**src/rtl/periph_irq_pkg.sv**
```systemverilog
package periph_irq_pkg;
  localparam int unsigned VEC_W     = 16;
  localparam int unsigned BANK_W    = 8;
  localparam int unsigned IO_BANKS  = 3;
  localparam int unsigned ADDR_W    = 2;
  localparam logic [VEC_W-1:0] VEC_TRIP = 16'h002C;
  localparam logic [VEC_W-1:0] VEC_SYNC = 16'h000C;
  localparam logic [VEC_W-1:0] VEC_IO   = 16'h0008;
  localparam logic [VEC_W-1:0] VEC_NONE = 16'h0000;

  typedef enum logic [1:0] {
    CLS_NONE = 2'd0,
    CLS_IO   = 2'd1,
    CLS_SYNC = 2'd2,
    CLS_TRIP = 2'd3
  } irq_cls_e;
endpackage

```
**src/rtl/irq_flag_reg.sv**
```systemverilog
module irq_flag_reg #(
  parameter int unsigned WIDTH = 8
) (
  input  logic             clk_i,
  input  logic             rst_ni,
  input  logic [WIDTH-1:0] ev_i,
  input  logic             clr_i,
  output logic [WIDTH-1:0] flag_o
);
  logic [WIDTH-1:0] flag_q;
  logic             past_ok_q;

  // clear first, then merge new events so a colliding event survives
  always_ff @(posedge clk_i or negedge rst_ni) begin
    if (!rst_ni) begin
      flag_q    <= '0;
      past_ok_q <= 1'b0;
    end else begin
      flag_q    <= (clr_i ? '0 : flag_q) | ev_i;
      past_ok_q <= 1'b1;
    end
  end

  assign flag_o = flag_q;

  p_event_sets_r2: assert property (@(posedge clk_i) disable iff (!rst_ni)
    past_ok_q |=> ((flag_q & $past(ev_i)) == $past(ev_i)));

  p_clear_keeps_new_r8: assert property (@(posedge clk_i) disable iff (!rst_ni)
    (past_ok_q && clr_i) |=> (flag_q == $past(ev_i)));

  p_sticky_r5: assert property (@(posedge clk_i) disable iff (!rst_ni)
    (past_ok_q && !clr_i) |=> ((flag_q & $past(flag_q)) == $past(flag_q)));
endmodule

```
**src/rtl/irq_vec_enc.sv**
```systemverilog
module irq_vec_enc
  import periph_irq_pkg::*;
(
  input  logic             trip_pend_i,
  input  logic             sync_pend_i,
  input  logic             io_pend_i,
  output irq_cls_e         cls_o,
  output logic [VEC_W-1:0] vec_o
);
  always_comb begin
    if (trip_pend_i)      cls_o = CLS_TRIP;
    else if (sync_pend_i) cls_o = CLS_SYNC;
    else if (io_pend_i)   cls_o = CLS_IO;
    else                  cls_o = CLS_NONE;
  end

  always_comb begin
    unique case (cls_o)
      CLS_TRIP: vec_o = VEC_TRIP;
      CLS_SYNC: vec_o = VEC_SYNC;
      CLS_IO:   vec_o = VEC_IO;
      default:  vec_o = VEC_NONE;
    endcase
  end
endmodule

```
**src/rtl/periph_irq_agg.sv**
```systemverilog
module periph_irq_agg
  import periph_irq_pkg::*;
(
  input  logic                         clk_i,
  input  logic                         rst_ni,
  input  logic                         trip_i,
  input  logic                         sync_i,
  input  logic [IO_BANKS*BANK_W-1:0]   pio_i,
  input  logic                         trip_en_i,
  input  logic                         sync_en_i,
  input  logic                         rd_en_i,
  input  logic [ADDR_W-1:0]            rd_addr_i,
  output logic [BANK_W-1:0]            rd_data_o,
  output logic                         irq_no_o,
  output logic [VEC_W-1:0]             vec_o
);
  localparam int unsigned STAT_W = 2;

  logic [STAT_W-1:0] stat_ev, stat_q;
  logic              stat_clr;
  logic [BANK_W-1:0] io_q   [IO_BANKS];
  logic [IO_BANKS-1:0] io_clr, io_any;
  logic              past_ok_q;
  irq_cls_e          cls;

  assign stat_ev  = {sync_i & sync_en_i, trip_i & trip_en_i};
  assign stat_clr = rd_en_i && (rd_addr_i == '0);

  irq_flag_reg #(.WIDTH(STAT_W)) u_stat (
    .clk_i (clk_i), .rst_ni(rst_ni), .ev_i(stat_ev),
    .clr_i (stat_clr), .flag_o(stat_q)
  );

  for (genvar b = 0; b < IO_BANKS; b++) begin : g_bank
    assign io_clr[b] = rd_en_i && (rd_addr_i == ADDR_W'(b + 1));
    irq_flag_reg #(.WIDTH(BANK_W)) u_bank (
      .clk_i (clk_i), .rst_ni(rst_ni),
      .ev_i  (pio_i[b*BANK_W +: BANK_W]),
      .clr_i (io_clr[b]), .flag_o(io_q[b])
    );
    assign io_any[b] = |io_q[b];
  end

  always_comb begin
    rd_data_o = BANK_W'(stat_q);
    for (int b = 0; b < IO_BANKS; b++)
      if (rd_addr_i == ADDR_W'(b + 1)) rd_data_o = io_q[b];
  end

  assign irq_no_o = ~(|stat_q | |io_any);

  irq_vec_enc u_enc (
    .trip_pend_i(stat_q[0]), .sync_pend_i(stat_q[1]), .io_pend_i(|io_any),
    .cls_o(cls), .vec_o(vec_o)
  );

  always_ff @(posedge clk_i or negedge rst_ni) begin
    if (!rst_ni) past_ok_q <= 1'b0;
    else         past_ok_q <= 1'b1;
  end

  p_irq_vec_r3: assert property (@(posedge clk_i) disable iff (!rst_ni)
    irq_no_o == (vec_o == VEC_NONE));

  p_trip_top_r7: assert property (@(posedge clk_i) disable iff (!rst_ni)
    stat_q[0] |-> (cls == CLS_TRIP));

  p_trip_gate_r6: assert property (@(posedge clk_i) disable iff (!rst_ni)
    (past_ok_q && !trip_en_i && !stat_clr) |=> (stat_q[0] == $past(stat_q[0])));

  p_sync_gate_r6: assert property (@(posedge clk_i) disable iff (!rst_ni)
    (past_ok_q && !sync_en_i && !stat_clr) |=> (stat_q[1] == $past(stat_q[1])));

  p_clr_onehot_r5: assert property (@(posedge clk_i) disable iff (!rst_ni)
    $onehot0({io_clr, stat_clr}));
endmodule

```
**config.mk**
```make
export PLATFORM = sky130hd
export DESIGN_NAME = periph_irq_agg
export DESIGN_NICKNAME = d
export VERILOG_FILES = /design/src/rtl/periph_irq_pkg.sv /design/src/rtl/irq_flag_reg.sv /design/src/rtl/irq_vec_enc.sv /design/src/rtl/periph_irq_agg.sv
export SDC_FILE = /design/constraint.sdc
export NUM_CORES = 1
export LEC_CHECK = 0
export BUFFER_PORTS_ARGS = -buffer_cell sky130_fd_sc_hd__buf_2
export CAP_MARGIN = 15
export CORE_MARGIN = 3
export CORE_UTILIZATION = 49
export CTS_CLUSTER_SIZE = 28
export DETAILED_ROUTE_END_ITERATION = 10
export PLACE_DENSITY = 0.92
export SLEW_MARGIN = 20
export SYNTH_ARGS = -nofsm -noshare
export SYNTH_HDL_FRONTEND = slang
export SYNTH_SLANG_ARGS = --single-unit
```
**constraint.sdc**
```tcl
create_clock -name clk_i -period 3.68 [get_ports clk_i]
set_clock_uncertainty 0.2 [all_clocks]
set_input_delay 0.184 -clock clk_i [delete_from_list [all_inputs] [get_ports clk_i]]
set_output_delay 0.184 -clock clk_i [all_outputs]
set_load 0.01 [all_outputs]
```
; ---- Yosys cells after proc, flatten, opt, wreduce, memory -nomap -nowiden
; Index checks and enable logic that the tools add are counted.
[word_totals]
register_bits = 26
in_bits = 33
word_cells = 36
[classes]
eq_ne = 6
n_mux = 11
n_bitwise = 8
n_reduce_logical = 7
[ops]
columns = cell, n
row1 = $mux 8, 6
row2 = $or 8x8->8, 3
row3 = $reduce_or 24->1, 1
row4 = $pmux 6 s3, 1
row5 = $eq 2x2->1 const B, 4
row6 = $mux 2, 3
row7 = $eq 2x1->1 const B, 2
row8 = $logic_and 1x1->1, 4
row9 = $and 1x1->1, 2
row10 = $logic_not 2->1, 1
row11 = $or 2x2->2, 1
row12 = $reduce_or 2->1, 1
row13 = $mux 1, 1
row14 = $not 1->1, 1
row15 = $or 1x1->1, 1

; ---- Longest topological paths before layout
; Gate-level depths: netlist of the first run.
[depth]
word_depth = 6
mapped_depth = 3
ltp_nobuf = 3

; ---- By module
; A second synthesis of the first run with hierarchy kept.
[hier_totals]
cells_unflattened = 110
area_unflattened_um2 = 1316.3
[by_module_without_submodules]
columns = mod, n_inst, cells_per_inst, area_per_inst_um2, seq_area_each_um2
row1 = irq_flag_reg at g_bank[0].u_bank ..., 3, 17, 264.0, 200.2
row2 = periph_irq_agg, 1, 34, 317.8, 0.0
row3 = irq_vec_enc, 1, 20, 137.6, 0.0
row4 = irq_flag_reg at u_stat, 1, 5, 68.8, 50.0

; ---- Worst setup path after synthesis of the first run
; Ideal clock, no wire load.
[synth_path]
path_kind = flip-flop to output port
start = register u_stat.flag_q[0], in the netlist u_stat.flag_o[0]
end = output port vec_o[3]
arrival_ns = 1.104
required_time_ns = 3.296
path_slack_ns = 2.192
path_stages_with_launch = 4
n_path_buf = 0
cell_sequence = dfrtp_1 or2_1 nand4b_1 or2_1
[synth_via]
elab_chain_len = 3
[synth_rtl]
columns = element, line
row1 = from (decl), irq_flag_reg.sv:10  ; logic [WIDTH-1:0] flag_q;
row2 = from (signal assigned), irq_flag_reg.sv:19  ; flag_q <= (clr_i ? '0 : flag_q) | ev_i;
row3 = $mux 2 (*), irq_vec_enc.sv:11  ; if (trip_pend_i) cls_o = CLS_TRIP;
row4 = $eq 2x1->1 / $eq 2x2->1 (equally long branches), irq_vec_enc.sv:18  ; unique case (cls_o)
row5 = $pmux 6 s3 (*), irq_vec_enc.sv:18
row6 = to (decl), periph_irq_agg.sv:15  ; output logic [VEC_W-1:0] vec_o
; Every way passes the cells marked *; elsewhere a longest branch is shown, timed or not.

; ---- Worst setup path in the final report of the first run
[layout_path]
start = register g_bank[2].u_bank.flag_q[1]
end = output port vec_o[3]
[layout_via]
elab_chain_len = 6
[layout_rtl]
columns = element, line
row1 = from (decl), irq_flag_reg.sv:10
row2 = from (signal assigned), irq_flag_reg.sv:19
row3 = $reduce_or 24->1 (*), periph_irq_agg.sv:53  ; .trip_pend_i(stat_q[0]), .sync_pend_i(stat_q[1]), .io_pend_i(|io_any),
row4 = $mux 1 (*), irq_vec_enc.sv:13  ; else if (io_pend_i) cls_o = CLS_IO;
row5 = $mux 2 (*), irq_vec_enc.sv:12  ; else if (sync_pend_i) cls_o = CLS_SYNC;
row6 = $mux 2 (*), irq_vec_enc.sv:11
row7 = $eq 2x1->1 / $eq 2x2->1 (equally long branches), irq_vec_enc.sv:18
row8 = $pmux 6 s3 (*), irq_vec_enc.sv:18
; Marks and branches as above.

==> qor.csv, run 1 <==
stage,metric,value,unit
clocking,cts.path.max_buffers,2,
worst_setup_path,path_class,reg -> out,
clocking,htree_levels,1,
global_routing,antenna_found_initial,0,
floorplan,die_width,56.7,um
clocking,cts-root-buf,clkbuf_4,
place,place_congestion,0.845,
clocking,cts.reportedPaths.clkPinSlew,0.14,ns
pwr,power,628,uW
floorplan,die_h,56.7,um
layout,antenna_cells,0,
layout,final_cell_mix,"buf_2 (44), dlygate4sd3_1 (29), dfrtp_1 (26)",
detailed_routing,dr.pass1.iters,4,
detailed_routing,drtIter0Drc,22,
global_routing,grt_pass1_wl,5600,um
floorplan,dieArea,3220,um^2
worst_setup_path,rrSetupSlack,2.19,ns
floorplan,io_pins,58,
hold_path,hold-path-endpoint,g_bank[2].u_bank.flag_o[6],
detailed_routing,post_drt_wl_per_cell,16.9,um
global_routing,track_usage,0.229,
detailed_routing,ant_nets,0,
layout,nNetsFinal,206,
synth,avgSynthCellArea,12.7,um^2
place,port_buffers,44,
pwr,p_leak,0.769,nW
worst_setup_path,cp_max_fo,3,
floorplan,core,2320,um^2
timing,finalMaxSlewViolations,0,
timing,finalSetupViolations,0,
worst_setup_path,crit_required,3.30,ns
layout,layout_commonest_cell,buf_2,
worst_setup_path,cp-end-kind,primary output,
hold_path,holdPathStages,3,
detailed_routing,finalWirelength,3380,um
worst_setup_path,r2r-end,u_stat.flag_o[1],
pwr,vdd_drop_max,312,uV
worst_setup_path,reg2reg_from,u_stat.flag_o[1],
worst_setup_path,critPathSlowestCell,dfrtp_1,
pwr,power_density,352,nW/um^2
place,place_area,1440,um^2
detailed_routing,drc,0,
layout,area_delta_synth_final,41.5,%
timing,layout_setup_ws,1.60,ns
global_routing,grt_pass1_vias,1167,
clocking,numCtsBuffers,3,
timing,rsz0062_at_grt,false,
clocking,cts.sinks,26,
worst_setup_path,max_stage_delay,0.44,ns
hold_path,worst_hold_startpoint,rd_en_i,
synth,ys_warn_count,0,
global_routing,grt_max_degree,27,
synth,yosys.cell_types.count,18,
hold_path,worstHoldPathType,in -> reg,
global_routing,gr-total-overflow,0,
timing,tns,0,ns
job,drv_cap,0,
detailed_routing,vias,1095,
synth,async_flop_share,1.00,
clocking,cts_resized,0,
worst_setup_path,worstPathArrival,1.70,ns
clocking,cts_tree,built,
run_status,status,finished clean,
timing,relSlewSlack,0.617,
floorplan,start_util,0.543,
timing,worst_pin_slew,0.575,ns
worst_setup_path,cp_cell_sequence,nor4_1 > nand4b_1 > or2_1 > buf_2,
clocking,clock_latency,0.32,ns
timing,whs,0.101,ns
layout,fin_area,1780,um^2
floorplan,row_count,17,
synth,synth_flop_cell,dfrtp_1,
timing,hold_viol,0,
timing,period_minus_slack,2.08,ns
place,place_ws,2.05,ns
timing,min_period_over_period,0.566,
synth,syn-cell-area,1260,um^2
layout,layout-drive-gt1-share,0.349,
synth,synth_edf_count,0,
timing,fmax,480,MHz
synth,synthesis.instances,99,
worst_setup_path,cp-start-kind,register,
synth,synth-seq-cells,26,
detailed_routing,vias_per_cell,5.48,
place,dp_hpwl,2210,um
synth,seq_area_frac_synth,0.516,
worst_setup_path,r2r_cells,2,
## critical path: cells and delay by family (launching register included)
kind          cells  cell delay [ns]
simple gates      3             0.80
flops             1             0.44
buf+inv           1             0.14
## metrics by stage
stage                     instances   util
final                           200  0.769
after global routing            200  0.769
after CTS                       200  0.769
after detailed placement        167  0.621
after global placement          167  0.621
after floorplan                 111      -
## area by class of cell
| cell class | instances | area (um^2) |
|---|---|---|
| clock buffer | 3 | 22.5 |
| fill | 146 | 536 |
| tap | 28 | 35.0 |
| clock inverter | 1 | 30.0 |
| multi-input combinational | 69 | 534 |
| timing repair buffer | 73 | 510 |
| sequential | 26 | 651 |
## registers in the layout, summed over array words and instances, names as in the netlist
signal	count
g_bank.u_bank.flag_o	24
u_stat.flag_o	2
## Yosys cell counts (2+ instances only)
master     n  area share
dfrtp_1   26        0.52
mux4_2     2       0.036
nand3b_2   2       0.018
nor4_1     6       0.030
buf_4     14       0.083
a21o_1    24        0.14
mux2_2     6       0.054
a22o_1     8       0.056
or2_1      2      0.0099
## cells by family (layout without fill, tap and decap cells)
| group | Yosys count | after routing | synth area share |
|---|---|---|---|
| buf+inv | 16 | 77 | 0.0953 |
| mux | 8 | 8 | 0.0894 |
| simple gates | 16 | 16 | 0.0973 |
| compound gates | 32 | 32 | 0.199 |
| flops | 26 | 26 | 0.516 |
| other cells | 1 | 13 | 0.00298 |
## power by group
group	leakage (nW)	internal (mW)	switching, mW	total (mW)
clock	0.0279	0.110	0.0855	0.196
combinational	0.493	0.0657	0.0498	0.116
sequential	0.248	0.302	0.0153	0.317
## routing by layer
layer  global-route usage  wire length [um]  up-vias
met5                    0                 0        -
met4               0.0949               127        0
met3               0.0644               246       14
met2                0.394              1770       67
met1                0.264              1240      526
li1                     -                 -      488
## worst max path at each step
stage	from	to	slack, ns	cells after the start
after floorplan	u_stat.flag_o[0]	vec_o[3]	2.19	3
after global placement	g_bank[2].u_bank.flag_o[1]	vec_o[3]	2.03	4
after detailed placement	g_bank[2].u_bank.flag_o[1]	vec_o[3]	2.05	4
after CTS	g_bank[2].u_bank.flag_o[1]	vec_o[3]	1.66	4
after global routing	g_bank[2].u_bank.flag_o[1]	vec_o[3]	1.43	4
final	g_bank[2].u_bank.flag_o[1]	vec_o[3]	1.60	4
## repair_timing
| action | in CTS | in global routing |
|---|---|---|
| hold buffers | 29 | 0 |
| setup buffers | 0 | 0 |
| endpoints found under the hold margin | 52 | 0 |
Note: power is estimated with default switching activity, not from simulation.
==> run 2: changes to the inputs <==
--- a/config.mk
+++ b/config.mk
@@ -7,11 +7,12 @@
 export LEC_CHECK = 0
 export BUFFER_PORTS_ARGS = -buffer_cell sky130_fd_sc_hd__buf_2
 export CAP_MARGIN = 15
+export CORE_ASPECT_RATIO = 0.5
 export CORE_MARGIN = 3
-export CORE_UTILIZATION = 49
+export CORE_UTILIZATION = 41
 export CTS_CLUSTER_SIZE = 28
 export DETAILED_ROUTE_END_ITERATION = 10
-export PLACE_DENSITY = 0.92
+export PLACE_DENSITY = 0.83
 export SLEW_MARGIN = 20
 export SYNTH_ARGS = -nofsm -noshare
 export SYNTH_HDL_FRONTEND = slang
==> constraint.sdc (replaced) <==
create_clock -name clk_i -period 1.7 [get_ports clk_i]
set_clock_uncertainty 0.2 [all_clocks]
set_input_delay 0.085 -clock clk_i [delete_from_list [all_inputs] [get_ports clk_i]]
set_output_delay 0.085 -clock clk_i [all_outputs]
set_load 0.01 [all_outputs]
==> run 2 against run 1 <==
The flow now finishes with violations (setup timing). Clock power grew to 2.6 times the previous value. Via count is 3.7% higher. Largest power group unchanged. Worst hold slack worse by 0.023 ns. Sequential power is 120% higher. Clock-buffer cell count stayed put. Highest routed layer unchanged.
==> qor.csv, run 2 (synthesis gave the netlist of run 1 again) <==
stage,metric,value,unit,change
timing,fmax,527,MHz,
clocking,cts-root-buf,clkbuf_8,,
clocking,clock_latency,0.27,ns,-0.05 ns
global_routing,antenna_found_initial,0,,unchanged
timing,min_period_over_period,1.12,,
place,dp_hpwl,2320,um,+4.7%
clocking,cts_tree,built,,
worst_setup_path,r2r-end,u_stat.flag_o[0],,
pwr,vdd_drop_max,445,uV,+42%
run_status,failed_checks,setup timing,,
pwr,sw_frac_of_total,0.236,,-0.00379
floorplan,die_width,84.4,um,+49%
pwr,power_density,775,nW/um^2,+120%
layout,area_delta_synth_final,50.1,%,
global_routing,grt_pass1_wl,5420,um,-3.1%
run_status,status,"complete, but fails checks",,
clocking,cts.sinks,26,,unchanged
timing,worst_pin_slew,0.585,ns,+0.0103 ns
worst_setup_path,cp-start-kind,register,,
pwr,internal_power,1.12,mW,+130%
clocking,cts.path.max_buffers,2,,unchanged
pwr,netSwitchingPower,346,uW,+130%
detailed_routing,drc,0,,unchanged
floorplan,dieArea,3810,um^2,+19%
floorplan,core,2750,um^2,+19%
detailed_routing,dr.pass1.iters,4,,unchanged
layout,nNetsFinal,209,,+1.5%
floorplan,die_h,45.2,um,-20%
worst_setup_path,crit_required,1.41,ns,-1.89 ns
worst_setup_path,cp-end-kind,primary output,,
floorplan,io_pins,58,,unchanged
timing,relSlewSlack,0.610,,-0.00687
worst_setup_path,cp_max_fo,3,,unchanged
layout,layout-drive-gt1-share,0.394,,+0.0454
pwr,p_comb_frac,0.180,,-0.004
detailed_routing,post_drt_wl_per_cell,16.5,um,-2.1%
floorplan,row_count,13,,-4
job,drv_cap,0,,unchanged
layout,final_cell_mix,"buf_2 (43), dlygate4sd3_1 (29), dfrtp_1 (26)",,
global_routing,gr-total-overflow,0,,unchanged
detailed_routing,vias,1136,,+3.7%
worst_setup_path,rrSetupSlack,0.09,ns,-2.10 ns
pwr,p_leak,0.805,nW,+4.8%
pwr,power.share.sequential,0.473,,-0.032
timing,layout_setup_ws,-0.199,ns,-1.80 ns
layout,layout_commonest_cell,buf_2,,
global_routing,grt_pass1_vias,1130,,-3.2%
timing,finalMaxSlewViolations,0,,unchanged
detailed_routing,drtIter0Drc,54,,+150%
layout,antenna_cells,0,,unchanged
detailed_routing,vias_per_cell,5.36,,-2.1%
timing,finalSetupViolations,3,,+3
clocking,htree_levels,1,,unchanged
clocking,cts.reportedPaths.clkPinSlew,0.09,ns,-0.05 ns
global_routing,grt_max_degree,27,,unchanged
worst_setup_path,reg2reg_from,u_stat.flag_o[0],,
worst_setup_path,worstPathArrival,1.61,ns,-0.09 ns
timing,hold_viol,0,,unchanged
worst_setup_path,r2r_cells,3,,+1
hold_path,worst_hold_startpoint,rd_en_i,,
worst_setup_path,startpoint,g_bank[1].u_bank.flag_o[3],,
hold_path,holdPathStages,3,,unchanged
place,port_buffers,44,,unchanged
worst_setup_path,path_class,reg -> out,,
layout,multi_input_area,581,um^2,+8.7%
layout,seqCellArea,651,um^2,unchanged
clocking,numCtsBuffers,3,,unchanged
timing,tns,-0.297,ns,-0.297 ns
floorplan,start_util,0.458,,-0.0851
detailed_routing,finalWirelength,3510,um,+3.7%
pwr,power,1.47,mW,+130%
pwr,pwr-share-clk,0.346,,+0.034
layout,n_fill_cell,186,,+27%
hold_path,hold-path-endpoint,g_bank[2].u_bank.flag_o[5],,
detailed_routing,ant_nets,0,,unchanged
layout,largest_register_ffs,24,,unchanged
global_routing,track_usage,0.185,,-0.0444
timing,period_minus_slack,1.90,ns,
place,place_congestion,0.815,,-3.6%
timing,rsz0062_at_grt,true,,
hold_path,worstHoldPathType,in -> reg,,
-- run 2: changes by cell type in the layout (fill, tap and decap cells not counted) --
cell | before | now
buf_2 | 44 | 43
buf_4 | 0 | 2
buf_6 | 0 | 2
clkbuf_4 | 3 | 0
clkbuf_8 | 0 | 3
nor4_1 | 6 | 0
nor4_2 | 0 | 5
nor4_4 | 0 | 1
-- run 2: final cells by class --
type	instances	share of cell area
well taps	37	0.0245
repair buffers	76	0.287
multi-input cells	69	0.307
flip-flops and latches	26	0.344
clock buffers	3	0.0218
clock inverters	1	0.0159
-- run 2: worst max-delay path: stages (launching register included) --
cell and delay [ns]:
dfrtp_1 0.44, nor4_4 0.33, nand4b_1 0.18, or2_1 0.24, buf_2 0.14
-- run 2: what timing repair did --
item                                    4_1_cts  5_1_grt
hold buffers                                 29        0
endpoints found under the setup margin        2        3
gates resized for setup                       4        5
setup buffers                                 2        1
hold endpoints to repair                     52        0
pin swaps                                     3        3
-- run 2: power groups by stage --
stage / clock, mW / sequential [mW] / combinational (mW)
after detailed placement: 0 / 0.696 / 0.191
after CTS: 0.515 / 0.686 / 0.256
after global placement: 0 / 0.694 / 0.186
after global routing: 0.534 / 0.697 / 0.286
after floorplan: 0 / 0.685 / 0.132
final: 0.508 / 0.693 / 0.265
-- run 2: worst max-delay path by stage --
stage	to	slack [ns]	cells after the start
finish	vec_o[3]	-0.20	4
global route	vec_o[3]	-0.27	4
CTS	vec_o[3]	-0.1	4
detailed placement	vec_o[3]	0.13	4
global placement	vec_o[3]	0.20	4
floorplan	vec_o[3]	0.31	3
-- run 2: through the flow --
step / setup WS (ns) / instances / area (um^2) / util / hold WS (ns)
5_1_grt: -0.273 / 212 / 1890 / 0.688 / 0.101
3_5_place_dp: 0.134 / 176 / 1450 / 0.528 / -0.0957
2_1_floorplan: 0.311 / 111 / 1310 / - / -0.411
6_report: -0.199 / 212 / 1890 / 0.688 / 0.0774
4_1_cts: -0.0966 / 211 / 1850 / 0.674 / 0.0749
3_3_place_gp: 0.199 / 176 / 1450 / 0.528 / -0.0998
-- run 2: metal layers --
layer	vias to the layer above	track usage	share of wire
li1	491	-	-
met1	580	0.229	0.42
met2	59	0.337	0.51
met3	6	0.0474	0.058
met4	0	0.0379	0.011
met5	-	0	0
==> run 3: changes to the inputs <==
--- a/config.mk
+++ b/config.mk
@@ -6,13 +6,14 @@
 export NUM_CORES = 1
 export LEC_CHECK = 0
 export BUFFER_PORTS_ARGS = -buffer_cell sky130_fd_sc_hd__buf_2
-export CAP_MARGIN = 15
+export CAP_MARGIN = 40
 export CORE_ASPECT_RATIO = 0.5
 export CORE_MARGIN = 3
-export CORE_UTILIZATION = 41
+export CORE_UTILIZATION = 43
+export CTS_BUF_LIST = sky130_fd_sc_hd__clkbuf_4 sky130_fd_sc_hd__clkbuf_8
 export CTS_CLUSTER_SIZE = 28
 export DETAILED_ROUTE_END_ITERATION = 10
-export PLACE_DENSITY = 0.83
+export PLACE_DENSITY = 0.86
 export SLEW_MARGIN = 20
 export SYNTH_ARGS = -nofsm -noshare
 export SYNTH_HDL_FRONTEND = slang
==> run 3 against run 2 <==
The flow still finishes with violations (setup timing). First-iteration DRC count rose to 2.9 times the previous value. Die area decreased by 4.2%. Register-to-register slack about the same. Critical path depth did not move. Core utilization is 1.8 points higher. Non-clock buffer count is 2 higher. Via count up 4.3%. Combinational power is 6% higher. Final area up 0.20%. Clock power up 2%. Largest power group unchanged.
==> qor.csv, run 3 (synthesis gave the netlist of run 1 again) <==
stage,metric,value,unit,change
detailed_routing,post_drt_wl_per_cell,18.2,um,+10%
worst_setup_path,path_class,reg -> out,,
clocking,htree_levels,1,,unchanged
layout,antenna_cells,0,,unchanged
layout,area_delta_synth_final,50.4,%,
layout,nNetsFinal,211,,+0.96%
worst_setup_path,rrSetupSlack,0.10,ns,about the same
place,port_buffers,44,,unchanged
global_routing,grt_pass1_wl,5930,um,+9.3%
global_routing,grt_max_degree,27,,unchanged
detailed_routing,vias_per_cell,5.54,,+3.3%
timing,relSlewSlack,0.626,,+0.0162
floorplan,die_h,44.3,um,-2.0%
detailed_routing,dr.pass1.iters,4,,unchanged
layout,n_fill_cell,181,,-2.7%
clocking,cts.reportedPaths.clkPinSlew,0.09,ns,about the same
timing,tns,-0.247,ns,+0.0506 ns
place,place_congestion,0.871,,+6.9%
clocking,cts.path.max_buffers,2,,unchanged
hold_path,worst_hold_startpoint,rd_en_i,,
clocking,cts-root-buf,clkbuf_8,,
detailed_routing,drtIter0Drc,158,,+190%
floorplan,io_pins,58,,unchanged
timing,layout_setup_ws,-0.167,ns,+0.0322 ns
detailed_routing,ant_nets,0,,unchanged
hold_path,worstHoldPathType,in -> reg,,
layout,largest_register_ffs,24,,unchanged
floorplan,start_util,0.469,,+0.0111
timing,finalMaxSlewViolations,0,,unchanged
layout,layout_commonest_cell,buf_2,,
floorplan,core,2680,um^2,-2.4%
floorplan,die_width,82.6,um,-2.2%
place,dp_cells,176,,unchanged
timing,rsz0062_at_grt,true,,
detailed_routing,drc,0,,unchanged
worst_setup_path,cp_max_fo,2,,-1
timing,whs,0.0855,ns,+0.00813 ns
worst_setup_path,crit_required,1.41,ns,about the same
clocking,clock_latency,0.27,ns,about the same
run_status,failed_checks,setup timing,,
layout,layout-drive-gt1-share,0.395,,+0.00119
clocking,cts_tree,built,,
place,dp_hpwl,2210,um,-4.4%
global_routing,track_usage,0.223,,+0.0387
timing,period_minus_slack,1.87,ns,-0.0322 ns
clocking,numCtsBuffers,3,,unchanged
layout,instances_no_fill,214,,+0.94%
worst_setup_path,startpoint,g_bank[2].u_bank.flag_o[2],,
worst_setup_path,cp-end-kind,primary output,,
floorplan,row_count,13,,unchanged
global_routing,antenna_found_initial,0,,unchanged
layout,final_cell_mix,"buf_2 (43), dlygate4sd3_1 (29), dfrtp_1 (26)",,
global_routing,grt_pass1_vias,1151,,+1.9%
worst_setup_path,worstPathArrival,1.58,ns,-0.03 ns
layout,final_util,0.706,,+0.0181
global_routing,gr-total-overflow,0,,unchanged
detailed_routing,vias,1185,,+4.3%
timing,finalSetupViolations,4,,+1
worst_setup_path,cp-start-kind,register,,
timing,hold_viol,0,,unchanged
timing,fmax,536,MHz,+1.7%
floorplan,dieArea,3650,um^2,-4.2%
timing,worst_pin_slew,0.561,ns,-0.0243 ns
detailed_routing,finalWirelength,3890,um,+11%
pwr,power,1.49,mW,+1.6%
run_status,status,"complete, but fails checks",,
pwr,p_leak,0.805,nW,about the same
worst_setup_path,reg2reg_from,u_stat.flag_o[0],,
clocking,cts.sinks,26,,unchanged
pwr,power_density,786,nW/um^2,+1.4%
job,drv_cap,0,,unchanged
timing,min_period_over_period,1.10,,-0.0190
pwr,vdd_drop_max,530,uV,+19%
run 3: cell types whose count changed in the layout (fill, tap and decap cells not counted):
cell | before | now
buf_4 | 2 | 3
buf_6 | 2 | 3
nor4_1 | 0 | 1
nor4_4 | 1 | 0
run 3: repair_timing:
action / in CTS / in global routing
hold buffers: 29 / 0
hold endpoints to repair: 52 / 0
resized for setup: 4 / 5
buffers inserted: 3 / 2
gates cloned: 0 / 0
pin swaps: 4 / 0
setup endpoints to repair: 2 / 6
run 3: worst paths after layout:
check | to | cells after the start
min reg2reg | g_bank[2].u_bank.flag_o[4] | 1
max in group asynchronous | g_bank[0].u_bank.flag_o[6] | 2
max | vec_o[3] | 4
min | g_bank[2].u_bank.flag_o[7] | 3
max reg2reg | u_stat.flag_o[0] | 3
min in group asynchronous | u_stat.flag_o[1] | 2
run 3: cell type report:
type,instances,area [um^2],area share
multi-input cells,69,566,0.298
well taps,37,46.3,0.0244
clock inverters,1,30.0,0.0158
repair buffers,78,562,0.296
clock buffers,3,41.3,0.0218
flip-flops and latches,26,651,0.343
run 3: worst max-delay path: stages, from the launching register on:
cell and delay (ns):
dfrtp_1 0.42, nor4_2 0.33, nand4b_1 0.18, or2_1 0.23, buf_2 0.14
run 3: stage by stage:
step                      area, um^2  setup slack, ns
after floorplan                 1310            0.311
after global placement          1450            0.134
after detailed placement        1450            0.130
after CTS                       1860          -0.0834
after global routing            1900           -0.199
final                           1900           -0.167
run 3: layer usage:
layer,vias up,track usage,routed length [um]
li1,497,-,-
met1,572,0.272,1410
met2,94,0.373,1950
met3,22,0.0508,337
met4,0,0.124,194
met5,-,0,0
run 3: where the power goes:
part | switching (mW) | internal, mW
clock network | 0.204 | 0.315
registers | 0.0383 | 0.653
logic | 0.122 | 0.157
total | 0.365 | 1.13
